<file path="config.mk">
export PLATFORM = sky130hd
export DESIGN_NAME = clkmode_ctrl
export DESIGN_NICKNAME = d
export VERILOG_FILES = /design/src/rtl/clkmode_pkg.sv /design/src/rtl/clkmode_regs.sv /design/src/rtl/clkmode_base.sv /design/src/rtl/clkmode_div.sv /design/src/rtl/clkmode_ctrl.sv
export SDC_FILE = /design/constraint.sdc
export NUM_CORES = 1
export LEC_CHECK = 0
export ABC_CLOCK_PERIOD_IN_PS = 4700
export BUFFER_PORTS_ARGS = -buffer_cell sky130_fd_sc_hd__clkbuf_2
export CORE_MARGIN = 2
export CORE_UTILIZATION = 50
export CTS_CLUSTER_SIZE = 28
export DETAILED_ROUTE_END_ITERATION = 7
export PLACE_DENSITY = 0.66
export SYNTH_ARGS = -nofsm -noshare
export SYNTH_HDL_FRONTEND = slang
export SYNTH_HIERARCHICAL = 1
export SYNTH_SLANG_ARGS = --single-unit
</file>
<file path="constraint.sdc">
create_clock -name clk -period 4.7 [get_ports clk]
set_clock_uncertainty 0.1 [all_clocks]
set_input_delay 0.235 -clock clk [delete_from_list [all_inputs] [get_ports clk]]
set_output_delay 0.235 -clock clk [all_outputs]
set_load 0.1 [all_outputs]
</file>
<file path="src/rtl/clkmode_pkg.sv">
package clkmode_pkg;
  localparam int MODE_W = 3;
  localparam int SDIV_W = 3;
  localparam int CNT_W  = 4;
  localparam int SCNT_W = 4;

  localparam logic [1:0] ADDR_MODE = 2'd0;
  localparam logic [1:0] ADDR_SDIV = 2'd1;
  localparam logic [1:0] ADDR_DBL  = 2'd2;

  localparam logic [MODE_W-1:0] MODE_SLOW_NOFAST = 3'b101;

  typedef struct packed {
    logic [MODE_W-1:0] mode;
    logic [SDIV_W-1:0] sdiv;
    logic              dbl;
  } clk_cfg_t;

  function automatic logic mode_is_slow(input logic [MODE_W-1:0] m);
    return m[2:1] == 2'b10;
  endfunction

  function automatic logic [CNT_W-1:0] cpu_ratio(input logic [MODE_W-1:0] m);
    case (m)
      3'b000, 3'b001: return CNT_W'(8);
      3'b011:         return CNT_W'(2);
      3'b110:         return CNT_W'(4);
      3'b111:         return CNT_W'(6);
      default:        return CNT_W'(1);
    endcase
  endfunction

  function automatic logic [CNT_W-1:0] per_ratio(input logic [MODE_W-1:0] m);
    if (m == 3'b001) return CNT_W'(1);
    return cpu_ratio(m);
  endfunction

  function automatic logic [SCNT_W:0] slow_ratio(input logic [SDIV_W-1:0] c);
    case (c)
      3'b100:  return (SCNT_W+1)'(2);
      3'b101:  return (SCNT_W+1)'(4);
      3'b110:  return (SCNT_W+1)'(8);
      3'b111:  return (SCNT_W+1)'(16);
      default: return (SCNT_W+1)'(1);
    endcase
  endfunction

  function automatic logic sdiv_reserved(input logic [SDIV_W-1:0] c);
    return (c != '0) && !c[2];
  endfunction
endpackage

</file>
<file path="src/rtl/clkmode_regs.sv">
module clkmode_regs
  import clkmode_pkg::*;
#(
  parameter int ADDR_W  = 2,
  parameter int FIELD_W = 3
) (
  input  logic               clk,
  input  logic               rst_n,
  input  logic               wr_en,
  input  logic [ADDR_W-1:0]  wr_addr,
  input  logic [FIELD_W-1:0] wr_data,
  input  logic               commit,
  output clk_cfg_t           act,
  output logic               sdiv_bad
);
  clk_cfg_t pend;

  always_ff @(posedge clk) begin
    if (!rst_n) begin
      pend     <= '0;
      act      <= '0;
      sdiv_bad <= 1'b0;
    end else begin
      if (wr_en) begin
        case (wr_addr)
          ADDR_MODE: pend.mode <= wr_data[MODE_W-1:0];
          ADDR_SDIV: begin
            pend.sdiv <= wr_data[SDIV_W-1:0];
            sdiv_bad  <= sdiv_reserved(wr_data[SDIV_W-1:0]);
          end
          ADDR_DBL:  pend.dbl <= wr_data[0];
          default:   ;
        endcase
      end
      // pending set moves to active only at a processor period boundary
      if (commit) act <= pend;
    end
  end
endmodule

</file>
<file path="src/rtl/clkmode_base.sv">
module clkmode_base
  import clkmode_pkg::*;
(
  input  logic     clk,
  input  logic     rst_n,
  input  clk_cfg_t cfg,
  input  logic     slow_tick,
  input  logic     restart,
  output logic     src_tick
);
  logic              ph;
  logic [SCNT_W-1:0] scnt;
  logic [SCNT_W:0]   sratio;
  logic              slow_hit;
  logic              fast_tick;

  assign sratio    = slow_ratio(cfg.sdiv);
  assign slow_hit  = slow_tick && ({1'b0, scnt} == sratio - 1'b1);
  assign fast_tick = cfg.dbl | ph;
  assign src_tick  = mode_is_slow(cfg.mode) ? slow_hit : fast_tick;

  always_ff @(posedge clk) begin
    if (!rst_n) begin
      ph   <= 1'b0;
      scnt <= '0;
    end else begin
      ph <= (restart || cfg.dbl) ? 1'b0 : ~ph;
      if (restart)        scnt <= '0;
      else if (slow_tick) scnt <= slow_hit ? '0 : scnt + 1'b1;
    end
  end
endmodule

</file>
<file path="src/rtl/clkmode_div.sv">
module clkmode_div #(
  parameter int W = 4
) (
  input  logic         clk,
  input  logic         rst_n,
  input  logic         tick,
  input  logic         restart,
  input  logic [W-1:0] ratio,
  output logic         en
);
  logic [W-1:0] cnt;

  assign en = tick && (cnt == ratio - 1'b1);

  always_ff @(posedge clk) begin
    if (!rst_n)       cnt <= '0;
    else if (restart) cnt <= '0;
    else if (tick)    cnt <= en ? '0 : cnt + 1'b1;
  end
endmodule

</file>
<file path="src/rtl/clkmode_ctrl.sv">
module clkmode_ctrl
  import clkmode_pkg::*;
(
  input  logic       clk,
  input  logic       rst_n,
  input  logic       wr_en,
  input  logic [1:0] wr_addr,
  input  logic [2:0] wr_data,
  input  logic       slow_tick,
  output logic       cpu_en,
  output logic       per_en,
  output logic       fast_off,
  output logic       slow_div_bad
);
  localparam int LANES = 2;

  clk_cfg_t               act;
  logic                   src_tick;
  logic [LANES-1:0]       lane_en;
  logic [CNT_W-1:0]       lane_ratio [LANES];

  assign lane_ratio[0] = cpu_ratio(act.mode);
  assign lane_ratio[1] = per_ratio(act.mode);

  clkmode_regs #(.ADDR_W(2), .FIELD_W(3)) u_regs (
    .clk(clk), .rst_n(rst_n), .wr_en(wr_en), .wr_addr(wr_addr),
    .wr_data(wr_data), .commit(lane_en[0]), .act(act),
    .sdiv_bad(slow_div_bad)
  );

  clkmode_base u_base (
    .clk(clk), .rst_n(rst_n), .cfg(act), .slow_tick(slow_tick),
    .restart(lane_en[0]), .src_tick(src_tick)
  );

  for (genvar g = 0; g < LANES; g++) begin : g_lane
    clkmode_div #(.W(CNT_W)) u_div (
      .clk(clk), .rst_n(rst_n), .tick(src_tick), .restart(lane_en[0]),
      .ratio(lane_ratio[g]), .en(lane_en[g])
    );
  end

  assign cpu_en   = lane_en[0];
  assign per_en   = lane_en[1];
  assign fast_off = (act.mode == MODE_SLOW_NOFAST);
endmodule

</file>
==> impl_results.rst, run 1 <==
.. list-table::
   :header-rows: 1

   * - Metric
     - Value
   * - Post-synthesis instance area
     - 1490 sq um
   * - Post-CTS setup buffers
     - 0
   * - Slew at the pin closest to its max-slew limit
     - 0.540 ns
   * - Area inside the core boundary
     - 2810 sq um
   * - Layout filler cell count
     - around 260
   * - Data arrival, critical path
     - 2.83 ns
   * - Final std cell area, no fill
     - 1640 sq um
   * - Fraction of final layout cells sized beyond drive strength 1
     - 17.3%
   * - Leakage power of the design
     - ~0.64 nW
   * - Clock period minus worst slack
     - 3.16 ns
   * - Via density per instance
     - 5.55
   * - Total of flip-flops plus latches after synthesis
     - 28
   * - Wire length reported by the detailed router
     - approximately 2700 microns
   * - Reg-to-reg slack, setup
     - 1.81 ns
   * - Avg Synthesized Cell Area
     - 9.03 sq um
   * - CP Launch Type
     - flip-flop
   * - Slew Limit Fails
     - 0
   * - Total GRT Usage
     - 17.9%
   * - Starting density of the core
     - 53.1%
   * - DP Area
     - 1570 sq um
   * - Placer Congestion
     - 0.774
   * - Initial DRC Count
     - 28
   * - Buffer depth of the longest clock path
     - 2
   * - RSZ-0062 raised after global routing
     - false
   * - Hold_buf cts
     - 1
   * - Total inserted antenna cells
     - 0
   * - Remaining design rule violation count
     - 1
   * - H-tree depth
     - 1
   * - Overall via count from detail_route
     - 1,165
   * - First-pass GRT wire length
     - 4800 microns
   * - Post-layout net count
     - slightly below 200
   * - Die outline width
     - 58.6 microns
   * - Count of max-cap constraint violations
     - 0
   * - Sinks on Clock Net
     - 28
   * - Utilization after layout
     - 58.3%
   * - IO Count
     - 13
   * - Critical path capture point type
     - primary output
   * - Worst Path Class, Setup
     - reg2out
   * - Number of clock buffers inserted by TritonCTS
     - 3
   * - Total setup violations reported at the end of the flow
     - 0
   * - Worst-Skew Late Latency
     - approximately 0.33 ns
   * - Maximum number of pins on one net before global-route repair
     - 17
   * - Highest clock rate
     - 0.316 GHz
   * - Largest fanout on the critical path
     - 12
   * - Hold Fails Final Rpt
     - 0
   * - Antenna violations before repair
     - 0
   * - Routed len/inst
     - 12.9 microns
   * - TritonCTS clock tree
     - done
   * - Total global routing overflow
     - 0
   * - Detailed placer's ending HPWL
     - 1990 microns
   * - Max VDD drop
     - about 150 uV
   * - Cell chosen for the clock root
     - clkbuf_4
   * - Headroom to the max-slew limit
     - 64.1%
   * - Total number of placement rows
     - 19
   * - Failing checks
     - design-rule violations
   * - Run status
     - complete, but fails checks
   * - Worst min-delay path category
     - in2reg
   * - Vias in the first global route
     - between 1,000 and 1,500
   * - Portion of the post-synthesis area used by sequential elements
     - 37.6%
   * - Mapped Nets
     - 179
   * - Total number of yosys warnings
     - 6
   * - Die Ht
     - approximately 59 microns
   * - Count of unique library cells instantiated by Yosys
     - 37
   * - Layout overhead on the synthesized area
     - 9.82%
   * - Number of port buffers
     - 12
   * - Crit share post-route
     - between 60% and 70%
   * - Die ar.
     - 3430 sq um
   * - Cells after synthesis
     - between 150 and 200
   * - Summed negative setup slack over all endpoints
     - 0 ns
   * - Reg clk slew, reported paths
     - 0.15 ns
   * - Power Density
     - roughly 270 nW/um^2
   * - Endpoint required time on the critical path
     - 4.37 ns
   * - DR pass1 iterations
     - 6
   * - Post-cts resize count
     - 0
   * - Remaining number of nets flagged by the antenna check after routing
     - 0
cell usage in the layout (no fill, tap or decap), types with 4 or more instances in the layout:
master	count
mux2i_1	9
nor3_1	4
inv_1	5
nand2b_1	5
xor2_1	13
clkbuf_2	12
o21ai_0	4
dfxtp_1	28
a21oi_1	5
nand2_1	13
o21ai_1	5
nor2_1	15
xnor2_1	7
nand3_1	8
a311oi_1	6
ha_1	5
final timing paths:
| path | cells past startpoint | endpoint | startpoint |
|---|---|---|---|
| worst min-delay path | 3 | u_regs/pend[2] | wr_data[1] |
| worst min register to register | 1 | u_base/ph | u_base/ph |
| worst max register to register | 9 | g_lane[0].u_div/cnt[0] | u_regs/act[5] |
| worst max-delay path | 7 | cpu_en | u_base/scnt[3] |
worst max-delay path, stage by stage, from the launching register on:
cell and delay [ns]:
dfxtp_1 0.43, nand2b_1 0.14, a21boi_2 0.06, o21ai_2 0.23
a21bo_1 0.40, and3_1 0.31, and3_2 0.39, clkbuf_2 0.52
where the power goes:
group	switching [mW]	total (mW)	internal [mW]
Clock	0.0706	0.157	0.0863
Combinational	0.0214	0.0370	0.0156
Sequential	0.00690	0.251	0.244
Total	0.0989	0.445	0.346
cells in the mapped netlist (all sizes together):
| cell | n | area share [%] |
|---|---|---|
| xnor2 | 7 | 4.1 |
| nand3 | 8 | 2.7 |
| nand4 | 3 | 1.3 |
| a21oi | 5 | 1.7 |
| nand2b | 5 | 2.1 |
| nor2b | 1 | 0.42 |
| nand3b | 2 | 1.0 |
| or3b | 3 | 1.9 |
| a31oi | 2 | 0.84 |
| nand2 | 13 | 3.3 |
| and2 | 4 | 1.8 |
| ha | 5 | 4.2 |
| nor3 | 4 | 1.3 |
| a21bo | 1 | 0.67 |
| mux2 | 2 | 1.8 |
| xor2 | 13 | 7.6 |
| o211ai | 1 | 0.50 |
| mux2i | 9 | 6.0 |
| nor2 | 16 | 4.2 |
| o2bb2ai | 1 | 1.0 |
| a311oi | 6 | 3.5 |
| and3 | 4 | 1.8 |
| buf | 3 | 1.0 |
| a21boi | 1 | 0.76 |
| o41ai | 1 | 1.1 |
| dfxtp | 28 | 38 |
| o21ai | 10 | 3.6 |
| nor3b | 1 | 0.50 |
| inv | 6 | 1.5 |
sequential cells by signal, indices dropped and copies added, names as in the netlist:
name	flops
u_regs/sdiv_bad	1
u_base/ph	1
u_base/scnt	4
u_regs/pend	7
u_regs/act	7
g_lane.u_div/cnt	8
routing by layer:
metal | wire length, microns | vias to the layer above | track usage, %
met5 | 0 | - | 0
met4 | 18 | 0 | 8.12
met3 | 73 | 2 | 1.98
met2 | 1220 | 17 | 29.9
met1 | 1390 | 534 | 23.2
li1 | - | 612 | -
kinds of logic after synthesis:
family	count (synthesis)	share of synthesized area [%]
DFF	28	37.6
muxes	11	7.81
buffers and inverters	9	2.52
adders and majority gates	5	4.20
AOI/OAI and AO/OA	28	13.7
xor gates and xnor gates	20	11.8
and+or+nand+nor	64	22.4
through the flow:
step           setup slack (ns)  hold slack (ns)  total power, mW  std cells
2_1_floorplan              1.87            0.236            0.280        165
3_3_place_gp               1.94            0.301            0.291        205
3_5_place_dp               1.86            0.310            0.292        205
4_1_cts                    1.52           0.0434            0.453        210
5_1_grt                    1.30           0.0723            0.463        210
6_report                   1.54           0.0672            0.445        210
final cells by class:
class / instances / area, sq um / share of cell area, %
Tap cell: 31 / 38.8 / 2.37
Timing Repair Buffer: 13 / 70.1 / 4.28
Multi-Input combinational cell: 128 / 892 / 54.5
Clock inverter: 1 / 30.0 / 1.83
Inverter: 6 / 22.5 / 1.38
Sequential cell: 28 / 561 / 34.3
Clock buffer: 3 / 22.5 / 1.38
Power figures use the tool's default switching activity.
==> run 2, diff against run 1 <==
ABC_CLOCK_PERIOD_IN_PS = 2600   (was 4700)
PLACE_DENSITY = 0.68   (was 0.66)
clock period = 2.6 ns   (was 4.7 ns; I/O delays follow)
==> run 2 against run 1 <==
  * The run still ends with design-rule violations left
  * Largest cell class unchanged
  * Wire length grew 11%
  * Sequential power grew 80%
  * Critical path type is now reg2reg
  * Non-clock buffer count grew 12
  * Setup slack lost 1.4 ns
  * Final area grew 13%
  * Final cell count grew 5.7%
==> impl_results.rst, run 2 (same netlist as run 1, synthesis figures left out) <==
.. list-table::
   :header-rows: 1

   * - Metric
     - Value
   * - Largest fanout on the critical path
     - 5
   * - Wire length reported by the detailed router
     - between 2000 and 3000 microns
   * - Detailed placer's ending HPWL
     - between 2000 and 2500 microns
   * - Total inserted antenna cells
     - 0
   * - Total number of placement rows
     - 19
   * - Clock Power Share
     - between 30% and 40%
   * - Sinks on Clock Net
     - 28
   * - Maximum number of pins on one net before global-route repair
     - 17
   * - Cell chosen for the clock root
     - clkbuf_4
   * - Utilization after layout
     - between 60% and 70%
   * - Starting density of the core
     - between 50% and 60%
   * - Die ar.
     - 3430 sq um
   * - Worst Path Class, Setup
     - reg2reg
   * - Remaining design rule violation count
     - 1
   * - Vias in the first global route
     - approximately 1,300
   * - Hold Fails Final Rpt
     - 0
   * - Switching power summed over all nets
     - about 0.19 mW
   * - Summed negative setup slack over all endpoints
     - 0 ns
   * - Top register by number of flip-flops
     - g_lane.u_div/cnt
   * - Total setup violations reported at the end of the flow
     - 0
   * - Flip-flop count of the largest register, all copies and words added
     - 8
   * - Routed len/inst
     - 13.5 microns
   * - H-tree depth
     - 1
   * - Top library cells by usage in the layout, fill and taps aside
     - 22 x dfxtp_1, 15 x nor2_1, 13 x nand2_1, 13 x xor2_1, 10 x clkbuf_2
   * - Post-layout net count
     - between 200 and 250
   * - Data arrival, critical path
     - roughly 2.7 ns
   * - Buffer depth of the longest clock path
     - 2
   * - Area inside the core boundary
     - ~2800 sq um
   * - Run status
     - complete, but fails checks
   * - Reg clk slew, reported paths
     - 0.16 ns
   * - CP Launch Type
     - flip-flop
   * - Highest clock rate
     - 0.401 GHz
   * - Final-layout worst hold slack
     - roughly 0.034 ns
   * - Worst min-delay path category
     - in2reg
   * - First-pass GRT wire length
     - 5350 microns
   * - Headroom to the max-slew limit
     - 64.1%
   * - Via density per instance
     - approximately 5.6
   * - Biggest registers after layout
     - g_lane.u_div/cnt x8, u_regs/act x7, u_regs/pend x7
   * - Max VDD drop
     - 301 uV
   * - Total GRT Usage
     - between 10% and 20%
   * - Register share of total power
     - 55.2%
   * - Count of max-cap constraint violations
     - 0
   * - Most common cell after layout, fill and taps aside
     - dfxtp_1
   * - Endpoint required time on the critical path
     - 2.76 ns
   * - Number of port buffers
     - 12
   * - Worst slack at placement
     - 0.0402 ns
   * - Power Density
     - roughly 440 nW/um^2
   * - Die outline width
     - roughly 60 microns
   * - Remaining number of nets flagged by the antenna check after routing
     - 0
   * - Fraction of final layout cells sized beyond drive strength 1
     - 26.7%
   * - Switching fraction of total power
     - 22.9%
   * - Combinational fraction of design power
     - 9.6%
   * - Layout filler cell count
     - 229
   * - Failing checks
     - design-rule violations
   * - Initial DRC Count
     - 35
   * - Worst-Skew Late Latency
     - 0.33 ns
   * - Layout overhead on the synthesized area
     - 24.0%
   * - Leakage power of the design
     - 0.733 nW
   * - Design Power
     - 0.817 mW
   * - Critical path capture point type
     - flip-flop
   * - Clock period minus worst slack
     - 2.49 ns
   * - Antenna violations before repair
     - 0
   * - Final worst-path setup slack
     - between 0.1 and 0.15 ns
   * - IO Count
     - 13
   * - Number of clock buffers inserted by TritonCTS
     - 3
   * - Die Ht
     - 58.6 microns
   * - Slew at the pin closest to its max-slew limit
     - 0.540 ns
   * - Overall via count from detail_route
     - 1,248
   * - DR pass1 iterations
     - 6
   * - TritonCTS clock tree
     - done
   * - Cell internal power dissipation
     - 0.630 mW
   * - Crit share post-route
     - 95.9%
   * - Placer Congestion
     - between 0.8 and 0.9
   * - Slew Limit Fails
     - 0
   * - Total global routing overflow
     - 0
## run 2: cell count changes in the layout (fill, tap and decap cells not counted), moves of 3 or more
cell / change
buf_12: +3
dfxtp_4: +3
dfxtp_2: +3
dlygate4sd3_1: +5
dfxtp_1: -6
buf_4: +6
## run 2: power by group through the flow
stage	clock network [mW]	logic [mW]	registers [mW]
floorplan	0	0.0453	0.463
CTS	0.299	0.0771	0.453
finish	0.288	0.0782	0.452
global route	0.313	0.0873	0.454
detailed placement	0	0.0699	0.464
global placement	0	0.0664	0.463
## run 2: final timing paths
path                                     from                endpoint  slack (ns)  cells past startpoint
worst max-delay path            u_regs/act[4]  g_lane[0].u_div/cnt[0]        0.11                     10
worst min-delay path                slow_tick          u_base/scnt[0]        0.03                      4
worst max register to register  u_regs/act[4]  g_lane[0].u_div/cnt[0]        0.11                     10
worst min register to register      u_base/ph               u_base/ph        0.32                      1
## run 2: per-layer routing
layer	routed length, microns	global-route usage, %
met1	1440	24.8
met4	31	7.47
met2	1450	35.3
met3	72	2.64
met5	0	0
## run 2: area by class of cell
cell class / instances / area, sq um / area share [%]
Timing Repair Buffer: 25 / 215 / 11.6
Multi-Input combinational cell: 128 / 943 / 51.0
Clock buffer: 3 / 22.5 / 1.22
Clock inverter: 1 / 30.0 / 1.62
Sequential cell: 28 / 576 / 31.1
Tap cell: 31 / 38.8 / 2.10
Inverter: 6 / 22.5 / 1.22
## run 2: timing repair
action | 4_1_cts | 5_1_grt
hold buffers | 6 | 0
pin swaps | 0 | 2
setup endpoints to repair | 2 | 4
resized for setup | 8 | 10
hold endpoints to repair | 8 | 0
buffers inserted | 0 | 2
## run 2: metrics by stage
step                      cell area, sq um  instances
final                                 1850        222
after global routing                  1850        222
after global placement                1660        210
after floorplan                       1520        165
after CTS                             1800        220
after detailed placement              1660        210
## run 2: worst max-delay path, cell delays in order (launching register included)
cell	delay, ns
dfxtp_4	0.38
nor2_4	0.13
mux2_4	0.18
inv_1	0.04
ha_1	0.29
xor2_1	0.15
and3_4	0.19
and3_4	0.19
nand2b_4	0.15
or3b_2	0.48
a31oi_2	0.15
